**config.mk**
```make
export PLATFORM = sky130hd
export DESIGN_NAME = nvcfg_ctrl
export DESIGN_NICKNAME = d
export VERILOG_FILES = /design/src/rtl/nvcfg_pkg.sv /design/src/rtl/nvcfg_cmd_decode.sv /design/src/rtl/nvcfg_bit_array.sv /design/src/rtl/nvcfg_result_port.sv /design/src/rtl/nvcfg_ctrl.sv
export SDC_FILE = /design/constraint.sdc
export NUM_CORES = 1
export LEC_CHECK = 0
export BUFFER_PORTS_ARGS = -buffer_cell sky130_fd_sc_hd__buf_4
export CAP_MARGIN = 20
export CORE_MARGIN = 4
export CORE_UTILIZATION = 58
export CTS_CLUSTER_SIZE = 12
export DETAILED_ROUTE_END_ITERATION = 7
export GPL_ROUTABILITY_DRIVEN = 0
export PLACE_DENSITY_LB_ADDON = 0.2
export SYNTH_ARGS = -nofsm -noshare
export SYNTH_HDL_FRONTEND = slang
export SYNTH_SLANG_ARGS = --single-unit
```
**constraint.sdc**
```tcl
create_clock -name clk_i -period 2.55 [get_ports clk_i]
set_input_delay 0.1275 -clock clk_i [delete_from_list [all_inputs] [get_ports clk_i]]
set_output_delay 0.1275 -clock clk_i [all_outputs]
set_load 0.01 [all_outputs]
```
**src/rtl/nvcfg_pkg.sv**
```systemverilog
package nvcfg_pkg;
  localparam int unsigned DATA_W = 32;
  localparam logic [7:0]  CMD_KEY = 8'h5A;
  localparam logic [7:0]  OP_SET  = 8'h0B;
  localparam logic [7:0]  OP_CLR  = 8'h0C;
  localparam logic [7:0]  OP_GET  = 8'h0D;

  localparam logic [1:0] A_MODE = 2'd0;
  localparam logic [1:0] A_CMD  = 2'd1;
  localparam logic [1:0] A_STAT = 2'd2;
  localparam logic [1:0] A_RES  = 2'd3;

  typedef enum logic [1:0] {K_SET, K_CLR, K_GET, K_BAD} cmd_kind_e;
  typedef enum logic [1:0] {ST_IDLE, ST_PROG, ST_GET} ctrl_state_e;
endpackage

```
**src/rtl/nvcfg_cmd_decode.sv**
```systemverilog
module nvcfg_cmd_decode
  import nvcfg_pkg::*;
#(
  parameter int unsigned NBITS = 64,
  localparam int unsigned IW = (NBITS > 1) ? $clog2(NBITS) : 1
) (
  input  logic [31:0]   cmd_i,
  output cmd_kind_e     kind_o,
  output logic [IW-1:0] idx_o
);
  logic [7:0]  key;
  logic [7:0]  op;
  logic [15:0] arg;
  logic        in_range;

  assign key      = cmd_i[31:24];
  assign arg      = cmd_i[23:8];
  assign op       = cmd_i[7:0];
  assign in_range = ({16'b0, arg} < 32'(NBITS));
  assign idx_o    = arg[IW-1:0];

  always_comb begin
    kind_o = K_BAD;
    if (key == CMD_KEY) begin
      unique case (op)
        OP_SET:  kind_o = in_range ? K_SET : K_BAD;
        OP_CLR:  kind_o = in_range ? K_CLR : K_BAD;
        OP_GET:  kind_o = K_GET;
        default: kind_o = K_BAD;
      endcase
    end
  end

  always_comb begin
    if (kind_o == K_SET || kind_o == K_CLR)
      assert_idx_range_R7: assert ({16'b0, arg} < 32'(NBITS));
  end
endmodule

```
**src/rtl/nvcfg_bit_array.sv**
```systemverilog
module nvcfg_bit_array #(
  parameter int unsigned NBITS = 64,
  localparam int unsigned IW = (NBITS > 1) ? $clog2(NBITS) : 1
) (
  input  logic             clk_i,
  input  logic             rst_ni,
  input  logic             wr_en_i,
  input  logic             wr_val_i,
  input  logic [IW-1:0]    wr_idx_i,
  output logic [NBITS-1:0] bits_o
);
  for (genvar b = 0; b < NBITS; b++) begin : g_bit
    always_ff @(posedge clk_i or negedge rst_ni) begin
      if (!rst_ni)                            bits_o[b] <= 1'b0;
      else if (wr_en_i && wr_idx_i == IW'(b)) bits_o[b] <= wr_val_i;
    end
  end

  assert_hold_R9: assert property (@(posedge clk_i) disable iff (!rst_ni)
    !wr_en_i |=> $stable(bits_o));
  assert_write_R2: assert property (@(posedge clk_i) disable iff (!rst_ni)
    wr_en_i |=> bits_o[$past(wr_idx_i)] == $past(wr_val_i));
  assert_single_R3: assert property (@(posedge clk_i) disable iff (!rst_ni)
    wr_en_i |=> $countones(bits_o ^ $past(bits_o)) <= 1);
endmodule

```
**src/rtl/nvcfg_result_port.sv**
```systemverilog
module nvcfg_result_port #(
  parameter int unsigned NBITS = 64,
  localparam int unsigned NWORDS = (NBITS + 31) / 32,
  localparam int unsigned PADW = NWORDS * 32,
  localparam int unsigned PW = $clog2(NWORDS + 1)
) (
  input  logic             clk_i,
  input  logic             rst_ni,
  input  logic             capture_i,
  input  logic             rd_i,
  input  logic [NBITS-1:0] bits_i,
  output logic [31:0]      word_o
);
  logic [PADW-1:0] pad;
  logic [PADW-1:0] snap_q;
  logic [PW-1:0]   ptr_q;

  always_comb begin
    pad = '0;
    pad[NBITS-1:0] = bits_i;
  end

  always_ff @(posedge clk_i or negedge rst_ni) begin
    if (!rst_ni) begin
      snap_q <= '0;
      ptr_q  <= '0;
    end else if (capture_i) begin
      snap_q <= pad;
      ptr_q  <= '0;
    end else if (rd_i && ptr_q < PW'(NWORDS)) begin
      ptr_q  <= ptr_q + 1'b1;
    end
  end

  always_comb begin
    word_o = '0;
    for (int w = 0; w < NWORDS; w++)
      if (ptr_q == PW'(w)) word_o = snap_q[w*32 +: 32];
  end

  assert_tail_zero_R5: assert property (@(posedge clk_i) disable iff (!rst_ni)
    (rd_i && ptr_q >= PW'(NWORDS)) |-> word_o == '0);
  assert_ptr_sat_R5: assert property (@(posedge clk_i) disable iff (!rst_ni)
    rd_i |=> ptr_q <= PW'(NWORDS));
  assert_restart_R5: assert property (@(posedge clk_i) disable iff (!rst_ni)
    capture_i |=> ptr_q == '0);
endmodule

```
**src/rtl/nvcfg_ctrl.sv**
```systemverilog
module nvcfg_ctrl
  import nvcfg_pkg::*;
#(
  parameter int unsigned NBITS = 64,
  localparam int unsigned IDX_W = (NBITS > 1) ? $clog2(NBITS) : 1
) (
  input  logic             clk_i,
  input  logic             rst_ni,
  input  logic             req_i,
  input  logic             we_i,
  input  logic [1:0]       addr_i,
  input  logic [31:0]      wdata_i,
  output logic [31:0]      rdata_o,
  output logic             irq_o,
  output logic             prog_req_o,
  output logic             prog_set_o,
  output logic [IDX_W-1:0] prog_idx_o,
  input  logic             prog_ack_i,
  input  logic             prog_fail_i
);
  ctrl_state_e      state_q;
  cmd_kind_e        kind;
  logic [IDX_W-1:0] dec_idx;
  logic [NBITS-1:0] bits;
  logic [31:0]      res_word;
  logic             ready_q, cmd_err_q, flash_err_q, irq_en_q;
  logic             set_q;
  logic [IDX_W-1:0] idx_q;
  logic             rd_en, cmd_wr, stat_rd, res_rd, idle, accept, prog_done;

  assign rd_en     = req_i && !we_i;
  assign cmd_wr    = req_i && we_i && addr_i == A_CMD;
  assign stat_rd   = rd_en && addr_i == A_STAT;
  assign res_rd    = rd_en && addr_i == A_RES;
  assign idle      = state_q == ST_IDLE;
  assign accept    = cmd_wr && idle && kind != K_BAD;
  assign prog_done = state_q == ST_PROG && prog_ack_i;

  nvcfg_cmd_decode #(.NBITS(NBITS)) u_dec (
    .cmd_i (wdata_i),
    .kind_o(kind),
    .idx_o (dec_idx)
  );

  nvcfg_bit_array #(.NBITS(NBITS)) u_bits (
    .clk_i   (clk_i),
    .rst_ni  (rst_ni),
    .wr_en_i (prog_done && !prog_fail_i),
    .wr_val_i(set_q),
    .wr_idx_i(idx_q),
    .bits_o  (bits)
  );

  nvcfg_result_port #(.NBITS(NBITS)) u_res (
    .clk_i    (clk_i),
    .rst_ni   (rst_ni),
    .capture_i(state_q == ST_GET),
    .rd_i     (res_rd),
    .bits_i   (bits),
    .word_o   (res_word)
  );

  always_ff @(posedge clk_i or negedge rst_ni) begin
    if (!rst_ni) begin
      state_q <= ST_IDLE;
      ready_q <= 1'b1;
      set_q   <= 1'b0;
      idx_q   <= '0;
    end else begin
      unique case (state_q)
        ST_IDLE: if (accept) begin
          ready_q <= 1'b0;
          set_q   <= kind == K_SET;
          idx_q   <= dec_idx;
          state_q <= (kind == K_GET) ? ST_GET : ST_PROG;
        end
        ST_PROG: if (prog_ack_i) begin
          ready_q <= 1'b1;
          state_q <= ST_IDLE;
        end
        ST_GET: begin
          ready_q <= 1'b1;
          state_q <= ST_IDLE;
        end
        default: state_q <= ST_IDLE;
      endcase
    end
  end

  // flag set wins over the clear-on-read in the same cycle
  always_ff @(posedge clk_i or negedge rst_ni) begin
    if (!rst_ni) begin
      cmd_err_q   <= 1'b0;
      flash_err_q <= 1'b0;
      irq_en_q    <= 1'b0;
    end else begin
      if (cmd_wr && idle && kind == K_BAD) cmd_err_q <= 1'b1;
      else if (stat_rd)                    cmd_err_q <= 1'b0;
      if (prog_done && prog_fail_i)        flash_err_q <= 1'b1;
      else if (stat_rd)                    flash_err_q <= 1'b0;
      if (req_i && we_i && addr_i == A_MODE) irq_en_q <= wdata_i[0];
    end
  end

  always_comb begin
    unique case (addr_i)
      A_MODE:  rdata_o = {31'b0, irq_en_q};
      A_STAT:  rdata_o = {29'b0, flash_err_q, cmd_err_q, ready_q};
      A_RES:   rdata_o = res_word;
      default: rdata_o = '0;
    endcase
  end

  assign irq_o      = ready_q && irq_en_q;
  assign prog_req_o = state_q == ST_PROG;
  assign prog_set_o = set_q;
  assign prog_idx_o = idx_q;

  assert_busy_not_ready_R9: assert property (@(posedge clk_i) disable iff (!rst_ni)
    !idle |-> !ready_q);
  assert_busy_write_quiet_R9: assert property (@(posedge clk_i) disable iff (!rst_ni)
    (cmd_wr && !idle && !stat_rd) |=> $stable(cmd_err_q));
  assert_req_held_R12: assert property (@(posedge clk_i) disable iff (!rst_ni)
    (prog_req_o && !prog_ack_i) |=> prog_req_o && $stable(prog_idx_o));
  assert_req_drop_R12: assert property (@(posedge clk_i) disable iff (!rst_ni)
    (prog_req_o && prog_ack_i) |=> !prog_req_o);
  assert_badkey_R6: assert property (@(posedge clk_i) disable iff (!rst_ni)
    (cmd_wr && idle && wdata_i[31:24] != CMD_KEY) |=> cmd_err_q && ready_q && !prog_req_o);
  assert_fail_flag_R8: assert property (@(posedge clk_i) disable iff (!rst_ni)
    (prog_done && prog_fail_i) |=> flash_err_q && ready_q);
  assert_irq_gate_R10: assert property (@(posedge clk_i) disable iff (!rst_ni)
    !irq_en_q |-> !irq_o);
endmodule

```
==> reports/summary.md, run 1 <==
In this run the worst path has a maximum fanout of 16. The layout-stage area growth over the synthesis result was 20.7%; the clock sink count was 143. The post-synthesis sequential area ratio is 51.7%, and the slew of the pin with the lowest slew margin is 0.705 ns.

After global routing the overflow that remains totals 0. The routed layout has 4990 vias. STA classifies the critical path endpoint as a register. Adding up every negative setup slack in the final design gives 0 ns.

After floorplanning, the core was sized to cover 0.0116 mm^2. The worst register-to-register path has a setup slack of 0.24 ns. The number of clock buffers inserted by TritonCTS was 17.

The post-synthesis sequential element count came out at 143. The category of the critical setup timing path was register to register. On the worst path, the slowest cell contributes a delay of 0.73 ns.

The die outline width came out at 117 um. The die outline height is 117 um, and the met1 capacity usage during global routing is 31.5%. The detail route stage leaves a number of antenna-violating nets equal to 0.

In the synthesized netlist the async set-or-reset flop fraction comes to 100%. The initialized floorplan defines 39 standard-cell rows. Clock skew on the completed layout was measured at 0.00725 ns. The run gives 53.0% as the worst slew margin relative to its limit. On the critical path, the stage with the largest delay is an instance of sky130_fd_sc_hd__or4_1. Clock-pin slew was measured on the worst setup and hold paths at 0.06 ns.

The longest clock path from root to sink contains 2 buffers. The quantity of I/O buffers inserted on ports works out to 80. Walking the worst path, the cells encountered are inv_1 > ha_1 > nand2_1 > or4_1 > nor2_1 > mux2_1. Across the VDD grid, the largest voltage drop is 346 uV. For this design the ratio of total power to cell area is 575 mW/mm^2. The detail-routed net length per standard cell is 18.0 um.

For this run, the number of Yosys warnings is 0. TritonCTS built the clock tree. The run gives 44 as the post-synthesis cell type count. Setup repair after global routing left no endpoint under its margin.

The root cell of the clock tree is sky130_fd_sc_hd__clkbuf_16. STA classifies the critical path startpoint as a register. For the finished layout, the period the worst path requires is 2.31 ns. The detailed-route vias per instance is 5.72, and the global-route wire length before repair is 26000 um.

The cell area that synthesis handed to floorplanning was 0.00692 mm^2. For the final hold violation count, the log shows 0. The number of antenna violations at the first check in global routing was 0; the share of final-layout standard cells stronger than drive strength 1 was 29.5%.

The number of slew-limit violations in the final report was 0. In this run the most used layer during global routing was met2. In the synthesized netlist, the number of instances is 635. The logs give 0 for the final number of setup-violating endpoints and 24.8% for the overall fraction of global-route tracks in use. The tools report the final hold slack as 0.0196 ns. Summing all multi-input logic gate instances after layout gives 0.00317 mm^2.

The final-stage net count was 763; the number of DRC violations after detailed-routing iteration 0 was 308. For this run, the detailed router's first-pass iteration total came to 4. The tools report the number of H-tree levels as 4. The run finished with clean final reports. The number of buffers inserted to repair setup after CTS was 0.

In the final layout, flip-flops and latches occupy 0.00358 mm^2. The number of nets in the synthesized netlist is 681. After filler insertion, the fill cell instance count of the layout stands at 780. The floorplan step defined a die boundary enclosing 0.0137 mm^2. The logs give 9 for the hold buffer count at CTS and 5222 for the number of global-route vias before repair. The top achievable clock speed is 0.434 GHz, and the maximum number of pins on one net before global-route repair is 79. For met3 alone, demand over resource in global routing was 5.35%. The min-delay analysis places its worst path in the category input port to register.

Required time at the endpoint of the critical path: 2.85 ns. In the routed design, unresolved DRC markers number 0. The period utilization is 90.5%, and the effective utilization at floorplan is 59.8%.

The max-cap check violation count was 0; the antenna diode count was 0. The post-DP HPWL was 10500 um. The run gives 42.2% as the met2 demand-to-capacity share in global routing. The run gives 81 as the I/O pin count. A synthesized cell averages 10.9 um^2.

For this run, the leading register cell type out of synthesis is sky130_fd_sc_hd__dfrtp_1. Post-CTS repair changed the size of 0 cells. Data arrives at the worst endpoint at 2.61 ns.

For the worst-skew pair, the clock arrives at the later sink with an insertion delay of 0.42 ns. The number of flops mapped to enable cells by yosys works out to 0. For this design the static power due to leakage is 4.08 nW. Summed over all layers, the routed wires come to 15700 um. The tools report the sum of internal, switching and leakage power as 0.00480 W. In this run the cell area measured after placement is 0.00770 mm^2. The finished cells cover 0.00835 mm^2.
[power by group]
group	switching [W]	leakage [nW]	internal (W)
clock	0.000924	0.259	0.00142
combinational	0.0000930	1.84	0.0000818
sequential	0.00000532	1.99	0.00228
total	0.00102	4.08	0.00378
[sequential cells by signal, summed over array words and instances, names as in the netlist]
signal and flops:
prog_idx_o 6, ready_q 1, prog_set_o 1, cmd_err_q 1, u_res.snap_q 64, irq_en_q 1, u_bits.bits_o 64, flash_err_q 1
state_q 2, u_res.ptr_q 2
[cells in the mapped netlist (2+ instances only)]
| cell type | n | area, um^2 |
|---|---|---|
| sky130_fd_sc_hd__a21oi_1 | 34 | 170 |
| sky130_fd_sc_hd__a22o_1 | 2 | 17.5 |
| sky130_fd_sc_hd__and2_1 | 3 | 18.8 |
| sky130_fd_sc_hd__and3_1 | 3 | 18.8 |
| sky130_fd_sc_hd__and4bb_1 | 2 | 25.0 |
| sky130_fd_sc_hd__buf_1 | 4 | 15.0 |
| sky130_fd_sc_hd__buf_2 | 8 | 40.0 |
| sky130_fd_sc_hd__clkbuf_1 | 27 | 101 |
| sky130_fd_sc_hd__dfrtp_1 | 142 | 3550 |
| sky130_fd_sc_hd__ha_1 | 6 | 75.1 |
| sky130_fd_sc_hd__inv_1 | 4 | 15.0 |
| sky130_fd_sc_hd__mux2_1 | 54 | 608 |
| sky130_fd_sc_hd__mux2_2 | 75 | 845 |
| sky130_fd_sc_hd__mux2_4 | 6 | 90.1 |
| sky130_fd_sc_hd__nand2_1 | 89 | 334 |
| sky130_fd_sc_hd__nand2b_1 | 4 | 25.0 |
| sky130_fd_sc_hd__nand3_1 | 8 | 40.0 |
| sky130_fd_sc_hd__nand3b_1 | 2 | 15.0 |
| sky130_fd_sc_hd__nand4_1 | 4 | 25.0 |
| sky130_fd_sc_hd__nand4b_1 | 2 | 17.5 |
| sky130_fd_sc_hd__nor2_1 | 108 | 405 |
| sky130_fd_sc_hd__nor2b_1 | 10 | 62.6 |
| sky130_fd_sc_hd__nor3_1 | 6 | 30.0 |
| sky130_fd_sc_hd__nor3b_1 | 3 | 22.5 |
| sky130_fd_sc_hd__nor4_1 | 2 | 12.5 |
| sky130_fd_sc_hd__nor4_4 | 2 | 42.5 |
| sky130_fd_sc_hd__nor4b_4 | 2 | 47.6 |
| sky130_fd_sc_hd__o211a_1 | 2 | 20.0 |
| sky130_fd_sc_hd__o211ai_1 | 5 | 37.5 |
| sky130_fd_sc_hd__xnor2_1 | 2 | 17.5 |
[worst max-delay path, delay by kind of cell, from the launching register on]
family / cells / cell delay (ns)
fa+ha+maj: 1 / 0.21
buf+inv: 1 / 0.10
flops: 1 / 0.43
mux: 1 / 0.34
simple gates: 3 / 1.10
[per-stage QoR]
stage	setup WS (ns)	instances	utilization (%)
final	0.243	873	72.2
after global placement	0.364	832	66.6
after floorplan	0.433	635	-
after global routing	0.0991	873	72.2
after CTS	0.257	873	72.2
after detailed placement	0.264	832	66.6
[final timing paths]
path / start / to / cells past startpoint
setup / recovery: state_q[1] / u_bits.bits_o[7] / 6
hold / removal: addr_i[1] / u_res.ptr_q[1] / 3
setup reg to reg: state_q[1] / u_bits.bits_o[7] / 6
hold reg to reg: u_bits.bits_o[13] / u_bits.bits_o[13] / 1
max in group asynchronous: rst_ni / u_bits.bits_o[54] / 3
min in group asynchronous: rst_ni / u_bits.bits_o[57] / 2
[metal layers]
layer | wire (um) | share of wire, %
met5 | 0 | 0
met2 | 8130 | 52
met3 | 687 | 4.4
met4 | 222 | 1.4
met1 | 6650 | 42
[layout by cell type (no fill, tap or decap), types with 5 or more instances in the layout]
cell	instances
sky130_fd_sc_hd__a21oi_1	34
sky130_fd_sc_hd__buf_4	88
sky130_fd_sc_hd__clkbuf_16	17
sky130_fd_sc_hd__clkinvlp_4	5
sky130_fd_sc_hd__dfrtp_1	142
sky130_fd_sc_hd__dlygate4sd3_1	9
sky130_fd_sc_hd__mux2_1	54
sky130_fd_sc_hd__mux2_2	75
sky130_fd_sc_hd__mux2_4	6
sky130_fd_sc_hd__nand2_1	89
sky130_fd_sc_hd__nand3_1	8
sky130_fd_sc_hd__nor2_1	108
sky130_fd_sc_hd__nor2b_1	10
sky130_fd_sc_hd__nor3_1	6
sky130_fd_sc_hd__o211ai_1	5
[layout make-up]
| class | count | area share [%] |
|---|---|---|
| clock buffer | 24 | 5.77 |
| clock inverter | 8 | 0.974 |
| inverter | 4 | 0.180 |
| multi-input combinational | 449 | 38.0 |
| sequential | 143 | 42.9 |
| tap | 143 | 2.14 |
| timing repair buffer | 102 | 10.1 |
[logic make-up (layout without fill, tap and decap cells)]
family | count (synthesis) | in the layout | synth area share (%)
muxes | 135 | 135 | 22.3
DFF | 143 | 143 | 51.7
buffers and inverters | 43 | 138 | 2.48
xor gates and xnor gates | 2 | 2 | 0.253
adders and majority gates | 6 | 6 | 1.08
AOI/OAI and AO/OA | 51 | 51 | 4.88
and+or+nand+nor | 255 | 255 | 17.3
Note: power is estimated with default switching activity, not from simulation.
==> inputs of run 2 (changes only) <==
--- a/config.mk
+++ b/config.mk
@@ -7,8 +7,10 @@
 export LEC_CHECK = 0
 export BUFFER_PORTS_ARGS = -buffer_cell sky130_fd_sc_hd__buf_4
 export CAP_MARGIN = 20
+export CELL_PAD_IN_SITES_DETAIL_PLACEMENT = 1
+export CELL_PAD_IN_SITES_GLOBAL_PLACEMENT = 1
 export CORE_MARGIN = 4
-export CORE_UTILIZATION = 58
+export CORE_UTILIZATION = 46
 export CTS_CLUSTER_SIZE = 12
 export DETAILED_ROUTE_END_ITERATION = 7
 export GPL_ROUTABILITY_DRIVEN = 0
==> run 2 against run 1 <==
Net effect: combinational power is 4% higher; worst hold slack better by 0.017 ns; global-route usage is 1.9 points lower; via count is 0.14% lower.
==> reports/summary.md, run 2 (synthesis gave the netlist of run 1 again) <==
The run finished with clean final reports. For the worst flop-to-flop path, the logic depth is 6. The final hold violation count was 0; the maximum vdd ir drop was 445 uV. The run gives 0.42 ns as the clock insertion delay at the later pin of the skew report. Quantity of I/O buffers inserted on ports: 80.

In this run the static leakage power is 4.10 nW. After detailed routing, the number of vias per cell comes to 5.48. The internal power of the cells totals 0.00387 W. The detail-routed net length per standard cell is 20.3 um.

The I/O pin count is 81, and the highest net fanout along the worst path is 16. STA classifies the critical path endpoint as a register. The multi-input combinational cells in the finished layout cover a total of 0.00317 mm^2. Post-DP HPWL: 12500 um. The H-tree was split into 4 levels. The tools report the type of origin of the critical path as a register. Of the total power, registers draw 46.8%. The critical path is of the register to register type.

The routed via count was 4983. From synthesis to final layout, the design area changed by 21.2%. The switching share of power was 20.7%; the worst slew margin relative to its limit was 51.2%. The slowest cell on the critical path is sky130_fd_sc_hd__or4_1. The first global-routing pass estimated 29900 um of wire. Dividing total power by cell area gives a power density of 582 mW/mm^2. The run gives 0 as the number of antenna violations at the first check in global routing.

The library cells used most frequently in the layout, excluding fill and tap cells, are 142 x sky130_fd_sc_hd__dfrtp_1, 108 x sky130_fd_sc_hd__nor2_1, 91 x sky130_fd_sc_hd__buf_4. The overall fraction of global-route tracks in use was 22.9%. After filler insertion, the fill cell instance count of the layout stands at 1547.

For the number of gates resized after cts, the log shows 0. The final layout contains 764 nets. Entering global routing, the biggest net connects 80 pins. The core area was 0.0146 mm^2; the worst clock skew on the final layout was 0.00470 ns. Summed over all failing endpoints, the final setup total negative slack is 0 ns. For the total net switching power, the log shows 0.00101 W. Across the run, the number of max-cap violations was 0.

The critical path goes through inv_1 > ha_1 > nand2_1 > or4_1 > nor2_1 > mux2_1. TritonCTS built the clock tree. The startpoint identified for the worst register-to-register timing path is state_q[1]. The run gives 2.67 ns as the critical path data arrival time. Root cell of the clock tree: sky130_fd_sc_hd__clkbuf_16.

The die outline height came out at 131 um. Timing analysis after detailed placement gives a worst setup slack of 0.166 ns. In this run the critical register-to-register path is captured at u_bits.bits_o[13]. Once detail routing completed, the nets flagged for antenna violations numbered 0. For this block, the routed nets add up to 18500 um of wire. The total overflow left after global routing is 0. The min-delay analysis places its worst path in the category input port to register. The die is 131 um wide.

The post-layout worst setup margin was 0.166 ns; the full die area was 0.0171 mm^2. Data on the critical path is required at its endpoint by 2.84 ns. In this run the worst setup path terminates at u_bits.bits_o[13]. Setup repair after global routing left no endpoint under its margin. The antenna diode count came out at 0. The final critical path takes up 93.5% of the cycle. The remaining design rule violation count is 0, and the top achievable clock speed is 0.419 GHz.

The number of DRC violations after detailed-routing iteration 0 is 213, and the clock network fraction of total power is 49.5%. Setup violations remaining at the end of the flow were counted as 0. The floorplan has 44 rows. No sink is reached through more buffers than the 2 on the longest clock path. The run gives 5501 as the number of global-route vias before repair. In the final layout, flip-flops and latches occupy 0.00358 mm^2. Clock-pin slew was measured on the worst setup and hold paths at 0.05 ns.

Minimum setup slack among reg-to-reg paths: 0.17 ns. In the final layout, the share of cells above drive strength 1 is 29.6%. The effective utilization at floorplan is 47.2%, and the number of detailed-route iterations in the first pass is 4. The combinational cell fraction of total power was 3.7%; the number of slew-limit violations in the final report was 0. On the worst path, the slowest cell contributes a delay of 0.76 ns. The first element of the critical path is state_q[1]. At the pin with the least slew margin, the transition time is 0.732 ns.

The most common cell after layout, fill and taps aside is sky130_fd_sc_hd__dfrtp_1. The clock drives 143 sinks. Final period demand of the worst path: 2.38 ns. For the number of clock buffers inserted by TritonCTS, the log shows 17.
==> run 2: cell types whose count changed in the layout (fill, tap and decap cells not counted) <==
cell / previous run / this run
sky130_fd_sc_hd__buf_12: 4 / 2
sky130_fd_sc_hd__buf_4: 88 / 91
sky130_fd_sc_hd__bufinv_16: 1 / 2
sky130_fd_sc_hd__clkbuf_1: 4 / 0
sky130_fd_sc_hd__clkbuf_8: 3 / 4
sky130_fd_sc_hd__clkinv_2: 1 / 2
sky130_fd_sc_hd__clkinv_4: 0 / 1
sky130_fd_sc_hd__clkinvlp_4: 5 / 1
sky130_fd_sc_hd__inv_6: 1 / 0
==> run 2: worst min path at each step <==
stage / cells after the start / slack (ns) / startpoint / to
after floorplan: 0 / -0.17 / rst_ni / cmd_err_q
after global placement: 1 / 0.22 / rst_ni / u_res.snap_q[27]
after detailed placement: 1 / 0.21 / rst_ni / u_res.snap_q[27]
after CTS: 3 / 0.02 / addr_i[1] / u_res.ptr_q[1]
after global routing: 3 / 0.03 / addr_i[1] / u_res.ptr_q[1]
final: 3 / 0.04 / addr_i[1] / u_res.ptr_q[1]
==> run 2: worst max-delay path, delay by kind of cell, from the launching register on <==
kind	cells	cell delay (ns)
DFF	1	0.44
adders and majority gates	1	0.22
muxes	1	0.36
buffers and inverters	1	0.12
and+or+nand+nor	3	1.12
==> run 2: area by class of cell <==
type	count	share of cell area, %
multi-input cells	449	37.8
repair buffers	103	9.83
well taps	184	2.74
inverters	4	0.179
clock inverters	6	1.03
clock buffers	21	5.73
flip-flops and latches	143	42.7
==> run 2: power by group through the flow <==
stage | Clock, W | Combinational [W] | Sequential [W]
3_3_place_gp | 0 | 0.000168 | 0.00232
3_5_place_dp | 0 | 0.000174 | 0.00232
2_1_floorplan | 0 | 0.0000461 | 0.00232
6_report | 0.00242 | 0.000182 | 0.00228
4_1_cts | 0.00246 | 0.000187 | 0.00228
5_1_grt | 0.00256 | 0.000203 | 0.00228
==> run 2: routing by layer <==
| layer | GRT usage (%) | vias up | share of wire, % |
|---|---|---|---|
| met2 | 40.0 | 78 | 53 |
| li1 | - | 2322 | - |
| met4 | 7.20 | 0 | 1.6 |
| met1 | 29.1 | 2560 | 43 |
| met5 | 0 | - | 0 |
| met3 | 3.90 | 23 | 2.7 |
==> run 2: per-stage QoR <==
step                      hold slack [ns]  cells  area (um^2)  utilization [%]  total power, W
after floorplan                    -0.168    635         6920                -         0.00237
after global routing               0.0339    910         8390             57.3         0.00505
after global placement              0.217    874         7730             52.8         0.00249
final                              0.0367    910         8390             57.3         0.00488
after CTS                          0.0225    910         8390             57.3         0.00493
after detailed placement            0.212    874         7730             52.8         0.00250
==> run 2: what timing repair did <==
item	in CTS	in global routing
setup buffers	0	0
endpoints found under the hold margin	85	0
hold buffers	9	0
